**config.mk**
```make
export PLATFORM = sky130hd
export DESIGN_NAME = dtpwm_leg
export DESIGN_NICKNAME = d
export VERILOG_FILES = /design/src/rtl/dtpwm_pkg.sv /design/src/rtl/dtpwm_carrier.sv /design/src/rtl/dtpwm_shadow.sv /design/src/rtl/dtpwm_gate.sv /design/src/rtl/dtpwm_leg.sv
export SDC_FILE = /design/constraint.sdc
export NUM_CORES = 1
export LEC_CHECK = 0
export BUFFER_PORTS_ARGS = -buffer_cell sky130_fd_sc_hd__buf_2
export CAP_MARGIN = 10
export CORE_MARGIN = 1
export CORE_UTILIZATION = 30
export DETAILED_ROUTE_END_ITERATION = 7
export HOLD_SLACK_MARGIN = 0.05
export SLEW_MARGIN = 20
export SYNTH_ARGS = -nofsm -noshare
export SYNTH_HDL_FRONTEND = slang
export SYNTH_HIERARCHICAL = 1
export SYNTH_SLANG_ARGS = --single-unit
export TNS_END_PERCENT = 5
```
**constraint.sdc**
```tcl
create_clock -name clk_i -period 9.5 [get_ports clk_i]
set_clock_uncertainty 0.1 [all_clocks]
set_input_delay 0.95 -clock clk_i [delete_from_list [all_inputs] [get_ports clk_i]]
set_output_delay 0.95 -clock clk_i [all_outputs]
set_load 0.05 [all_outputs]
```
**src/rtl/dtpwm_pkg.sv**
```systemverilog
package dtpwm_pkg;
  typedef enum logic {
    DIR_UP   = 1'b0,
    DIR_DOWN = 1'b1
  } dir_e;
endpackage

```
**src/rtl/dtpwm_carrier.sv**
```systemverilog
module dtpwm_carrier
  import dtpwm_pkg::*;
#(
  parameter int CNT_W      = 10,
  parameter int DEF_PERIOD = 500
) (
  input  logic             clk_i,
  input  logic             rst_ni,
  input  logic [CNT_W-1:0] period_i,
  output logic [CNT_W-1:0] cnt_o,
  output logic             up_o,
  output logic [CNT_W-1:0] per_o,
  output logic [CNT_W-1:0] per_nxt_o,
  output logic             valley_o,
  output logic             peak_o
);
  localparam logic [CNT_W-1:0] PER_RST = CNT_W'(DEF_PERIOD);

  logic [CNT_W-1:0] cnt_q, per_q;
  dir_e             dir_q;
  logic             valley, peak;

  assign valley    = (cnt_q == '0);
  assign peak      = (dir_q == DIR_UP) && (cnt_q >= per_q) && !valley;
  assign per_nxt_o = valley ? period_i : per_q;

  always_ff @(posedge clk_i or negedge rst_ni) begin
    if (!rst_ni) begin
      cnt_q <= '0;
      dir_q <= DIR_UP;
      per_q <= PER_RST;
    end else if (valley) begin
      per_q <= period_i;
      cnt_q <= CNT_W'(1);
      dir_q <= DIR_UP;
    end else if (peak) begin
      cnt_q <= cnt_q - CNT_W'(1);
      dir_q <= DIR_DOWN;
    end else if (dir_q == DIR_UP) begin
      cnt_q <= cnt_q + CNT_W'(1);
    end else begin
      cnt_q <= cnt_q - CNT_W'(1);
    end
  end

  assign cnt_o    = cnt_q;
  assign up_o     = (dir_q == DIR_UP);
  assign per_o    = per_q;
  assign valley_o = valley;
  assign peak_o   = peak;
endmodule

```
**src/rtl/dtpwm_shadow.sv**
```systemverilog
module dtpwm_shadow #(
  parameter int CNT_W = 10,
  parameter int TD_W  = 6
) (
  input  logic                    clk_i,
  input  logic                    rst_ni,
  input  logic                    load_i,
  input  logic [CNT_W-1:0]        per_nxt_i,
  input  logic signed [CNT_W:0]   ref_i,
  input  logic                    pos_i,
  input  logic [TD_W-1:0]         td_i,
  output logic [CNT_W-1:0]        lvl_o,
  output logic [TD_W-1:0]         td_o,
  output logic                    pos_o
);
  localparam int SW = CNT_W + 2;

  logic signed [SW-1:0] sum, half, top;
  logic [CNT_W-1:0]     lvl_d, lvl_q;
  logic [TD_W-1:0]      td_q;
  logic                 pos_q;

  assign half = $signed({2'b00, per_nxt_i >> 1});
  assign top  = $signed({2'b00, per_nxt_i});
  assign sum  = $signed({ref_i[CNT_W], ref_i}) + half;

  // clamp level into the carrier range
  always_comb begin
    if (sum < 0)        lvl_d = '0;
    else if (sum > top) lvl_d = per_nxt_i;
    else                lvl_d = sum[CNT_W-1:0];
  end

  always_ff @(posedge clk_i or negedge rst_ni) begin
    if (!rst_ni) begin
      lvl_q <= '0;
      td_q  <= '0;
      pos_q <= 1'b1;
    end else if (load_i) begin
      lvl_q <= lvl_d;
      td_q  <= td_i;
      pos_q <= pos_i;
    end
  end

  assign lvl_o = lvl_q;
  assign td_o  = td_q;
  assign pos_o = pos_q;
endmodule

```
**src/rtl/dtpwm_gate.sv**
```systemverilog
module dtpwm_gate #(
  parameter int CNT_W = 10,
  parameter int TD_W  = 6
) (
  input  logic             clk_i,
  input  logic             rst_ni,
  input  logic [CNT_W-1:0] cnt_i,
  input  logic [CNT_W-1:0] per_i,
  input  logic [CNT_W-1:0] lvl_i,
  input  logic [TD_W-1:0]  td_i,
  input  logic             pos_i,
  input  logic             valley_i,
  output logic             hi_o,
  output logic             lo_o,
  output logic             sync_o
);
  localparam int            W       = CNT_W + 2;
  localparam logic [TD_W-1:0] GAP_MAX = '1;

  logic [W-1:0] c, l, t, p, t2;
  logic [W-1:0] car_main, car_up, lvl_dn;
  logic         hi_raw, lo_raw, hi_g, lo_g, gap_ok;
  logic         hi_q, lo_q, sync_q;
  logic [TD_W-1:0] gap_q;

  assign c  = {2'b00, cnt_i};
  assign l  = {2'b00, lvl_i};
  assign p  = {2'b00, per_i};
  assign t  = {{(W-TD_W){1'b0}}, td_i};
  assign t2 = t << 1;

  assign car_main = c;
  assign car_up   = c + t;   // raised carrier
  assign lvl_dn   = l + t;   // L + Td <= c  <=>  L <= lowered carrier

  always_comb begin
    if (pos_i) begin
      hi_raw = l > car_main;
      lo_raw = (lvl_dn <= car_main) && !((l + t2) > p);
    end else begin
      lo_raw = l <= car_main;
      hi_raw = (l > car_up) && !(l < t2);
    end
  end

  // a rising edge needs Td low cycles on both gates
  assign gap_ok = (gap_q >= td_i);
  assign hi_g   = hi_raw && (hi_q || gap_ok);
  assign lo_g   = lo_raw && !hi_g && (lo_q || gap_ok);

  always_ff @(posedge clk_i or negedge rst_ni) begin
    if (!rst_ni) begin
      hi_q   <= 1'b0;
      lo_q   <= 1'b0;
      sync_q <= 1'b0;
      gap_q  <= GAP_MAX;
    end else begin
      hi_q   <= hi_g;
      lo_q   <= lo_g;
      sync_q <= valley_i;
      if (hi_g || lo_g)       gap_q <= '0;
      else if (gap_q != GAP_MAX) gap_q <= gap_q + TD_W'(1);
    end
  end

  assign hi_o   = hi_q;
  assign lo_o   = lo_q;
  assign sync_o = sync_q;
endmodule

```
**src/rtl/dtpwm_leg.sv**
```systemverilog
module dtpwm_leg #(
  parameter int CNT_W      = 10,
  parameter int TD_W       = 6,
  parameter int DEF_PERIOD = 500
) (
  input  logic                  clk_i,
  input  logic                  rst_ni,
  input  logic signed [CNT_W:0] ref_i,
  input  logic                  pos_cur_i,
  input  logic [TD_W-1:0]       dead_i,
  input  logic [CNT_W-1:0]      period_i,
  output logic                  gate_hi_o,
  output logic                  gate_lo_o,
  output logic                  sync_o
);
  logic [CNT_W-1:0] car_cnt, car_per, car_per_nxt, sh_lvl;
  logic             car_up, car_valley, car_peak, sh_pol;
  logic [TD_W-1:0]  sh_td;

  dtpwm_carrier #(
    .CNT_W     (CNT_W),
    .DEF_PERIOD(DEF_PERIOD)
  ) u_carrier (
    .clk_i    (clk_i),
    .rst_ni   (rst_ni),
    .period_i (period_i),
    .cnt_o    (car_cnt),
    .up_o     (car_up),
    .per_o    (car_per),
    .per_nxt_o(car_per_nxt),
    .valley_o (car_valley),
    .peak_o   (car_peak)
  );

  dtpwm_shadow #(
    .CNT_W(CNT_W),
    .TD_W (TD_W)
  ) u_shadow (
    .clk_i    (clk_i),
    .rst_ni   (rst_ni),
    .load_i   (car_valley | car_peak),
    .per_nxt_i(car_per_nxt),
    .ref_i    (ref_i),
    .pos_i    (pos_cur_i),
    .td_i     (dead_i),
    .lvl_o    (sh_lvl),
    .td_o     (sh_td),
    .pos_o    (sh_pol)
  );

  dtpwm_gate #(
    .CNT_W(CNT_W),
    .TD_W (TD_W)
  ) u_gate (
    .clk_i   (clk_i),
    .rst_ni  (rst_ni),
    .cnt_i   (car_cnt),
    .per_i   (car_per),
    .lvl_i   (sh_lvl),
    .td_i    (sh_td),
    .pos_i   (sh_pol),
    .valley_i(car_valley),
    .hi_o    (gate_hi_o),
    .lo_o    (gate_lo_o),
    .sync_o  (sync_o)
  );
endmodule

```
==> flow_metrics.tcl <==
set metrics [dict create \
    synth-seq-cells 47 \
    nFillCells 1978 \
    drive_above_1_share_pct 13.0 \
    routed_wl_um 15500 \
    synthSimpleGateAreaFrac_pct 18.2 \
    cap_violations 0 \
    path_cells "inv_1, ha_1, nand3_1, nor3_2, buf_4, nand2_1, o21ai_0, ha_1, a21oi_1, a21boi_0, or4b_2, nand4_1, ha_1, and4_1, a2111oi_2, o221a_2, or2_1, nand2_1, mux2i_1, a211oi_1" \
    initialDrtViolationCount 347 \
    synth_cell_types 80 \
    async_flop_share_pct 100 \
    grt_pass1_vias 5019 \
    tns_ns 0 \
    synthAdderAreaFrac_pct 23.6 \
    ios 33 \
    vias 5007 \
    cts-htree-levels 2 \
    ys_top_cells_by_count "ha_1 (102), inv_1 (80), nor2_1 (43), a21oi_1 (37), nand2_1 (37)" \
    core_um2 18800 \
    cts_tree "built" \
    r2r_setup_slack_ns 3.53 \
    clock_sinks 47 \
    worstPathMaxFanout 24 \
    max_slew_margin_pct 40.5 \
    yosysTopAreaCell "ha_1" \
    synth_area_um2 5750 \
    hold_buffers 0 \
    netlist.area_leader.share_pct 22.2 \
    viasPerCell 5.33 \
    fmax_ghz 0.167 \
    grt_max_degree 48 \
    wire_per_inst_um 16.5 \
    cp-end-kind "register" \
    overflow 0 \
    ctsResizeCount 0 \
    crit_buf_inv 2 \
    syn_nets 807 \
    setup_viol 0 \
    synth_top_family_by_area "adder cells" \
    required_ns 9.59 \
    drc 0 \
    diodes 0 \
    cts_buffer_depth 2 \
    layout_min_cycle_time_ns 5.97 \
    drv_slew 0 \
    cts_root_buf "clkbuf_16" \
    drt_first_pass_iters 5 \
    yosysWarnings 6 \
    critPathMaxStageDelay_ns 0.61 \
    ant_nets 0 \
    dpl.hpwl_um 12500 \
    status "finished, final reports clean" \
    path_class "register to register" \
    hold_viol_final 0 \
    synth_area_leaders "ha_1 (22%), dfrtp_1 (15%), dfstp_2 (5.9%)" \
    clk_pin_slew_worst_paths_ns 0.07 \
    post-cts-setup-buffer-count 0 \
    synth_edf_count 0 \
    finalNetCount 840 \
    synth_xor_area_share_pct 4.85 \
    die_area_um2 19700 \
    multi_input_area_um2 4200 \
    synth_compound_area_share_pct 21.8 \
    synthMostInstantiatedCell "ha_1" \
    grt_antenna_before_repair 0 \
    start_util_pct 30.6 \
    die-width_um 140 \
    io_buffers 32 \
    place_congestion 0.862 \
    yosys_most_used_dff "dfrtp_1" \
    avgSynthCellArea_um2 8.57 \
    fin_crit_sh_pct 62.9 \
    cp_slowest_cell "or4b_2" \
    grt_use_total_pct 16.3 \
    hp-class "register to register" \
    chipHeight_um 140 \
    syn_to_final_growth_pct 9.99 \
    syn_inst 671 \
    worstMarginPinSlew_ns 0.883 \
    insertion_delay_ns 0.29 \
    ys_seq_area_share_pct 20.7 \
    rows 50 \
    rsz0062_at_grt "false" \
    regArea_um2 1190 \
    cts_buffers 5 \
    crit_path_start_kind "register" \
    critPathArrivalTime_ns 6.06 \
    grt_first_pass_wirelength_um 25500 \
    path_delay_family "simple AND/OR/NAND/NOR gates" \
    crit_top_cell "ha_1" \
    synthMuxAreaShare_pct 4.51 \
]
## placed cells by master (no fill, tap or decap), types with 6 or more instances in the layout
cell / instances
ha_1: 102
inv_1: 80
nor2_1: 43
nand2_1: 37
a21oi_1: 37
o21ai_0: 34
dfrtp_1: 34
buf_2: 32
nand3_1: 27
nor3_1: 21
xnor2_1: 19
a211oi_1: 17
nand4_1: 13
dfstp_2: 13
a21o_1: 12
mux2_2: 11
xor2_1: 11
nand2b_1: 10
nor2b_1: 10
mux2i_1: 9
o211ai_1: 8
or3_1: 8
o21bai_1: 8
a31oi_1: 8
and3_1: 6
## sequential cells by signal (all words and copies together) (netlist names)
name             count
u_gate/gap_q         6
u_carrier/per_o     10
u_carrier/dir_q      1
u_shadow/td_o        6
u_gate/sync_o        1
u_gate/hi_o          1
u_carrier/cnt_o     10
u_gate/lo_o          1
u_shadow/lvl_o      10
u_shadow/pos_o       1
## final timing paths
path                            cells after the start            endpoint                from
worst max-delay path                               20   u_shadow/lvl_o[3]  u_carrier/cnt_o[0]
worst max register to register                     20   u_shadow/lvl_o[3]  u_carrier/cnt_o[0]
worst min-delay path                                2     u_gate/gap_q[1]     u_gate/gap_q[1]
worst min register to register                      2     u_gate/gap_q[1]     u_gate/gap_q[1]
max in group asynchronous                           2    u_shadow/td_o[2]              rst_ni
min in group asynchronous                           2  u_carrier/cnt_o[7]              rst_ni
## stage by stage
step | setup slack, ns | cells | util, % | hold slack (ns) | cell area, um2
final | 3.53 | 939 | 33.7 | 0.470 | 6320
after global routing | 3.06 | 939 | 33.7 | 0.490 | 6320
after CTS | 3.59 | 939 | 33.7 | 0.474 | 6320
after detailed placement | 3.62 | 931 | 32.9 | 0.464 | 6180
after global placement | 3.74 | 931 | 32.9 | 0.456 | 6180
after floorplan | 4.63 | 671 | - | 0.418 | 5750
## final cells by class
class,count,area share (%)
inverters,80,4.75
clock buffers,6,2.04
clock inverters,2,0.198
flip-flops and latches,47,18.9
repair buffers,37,3.13
multi-input cells,533,66.4
well taps,234,4.63
## worst reg2reg max path: stages, from the launching register on
cell and delay [ns]:
dfrtp_1 0.50, inv_1 0.17, ha_1 0.21, nand3_1 0.13
nor3_2 0.44, buf_4 0.34, nand2_1 0.07, o21ai_0 0.20
ha_1 0.37, a21oi_1 0.28, a21boi_0 0.16, or4b_2 0.61
nand4_1 0.15, ha_1 0.26, and4_1 0.21, a2111oi_2 0.29
o221a_2 0.26, or2_1 0.40, nand2_1 0.26, mux2i_1 0.17
a211oi_1 0.28
## per-layer routing
metal / wire (um) / track usage [%]
met3: 651 / 2.32
met2: 7310 / 27.8
met1: 7250 / 21.3
met4: 255 / 4.34
met5: 0 / 0
## kinds of logic (layout without fill, tap and decap cells)
family,count (synthesis),in the layout
flops,47,47
fa+ha+maj,106,106
simple gates,198,198
xor+xnor,31,31
mux,24,24
compound gates,174,174
buf+inv,91,125
Power is not shown: default switching activity piles up to over one toggle a cycle in this logic, so the estimate is an artifact.
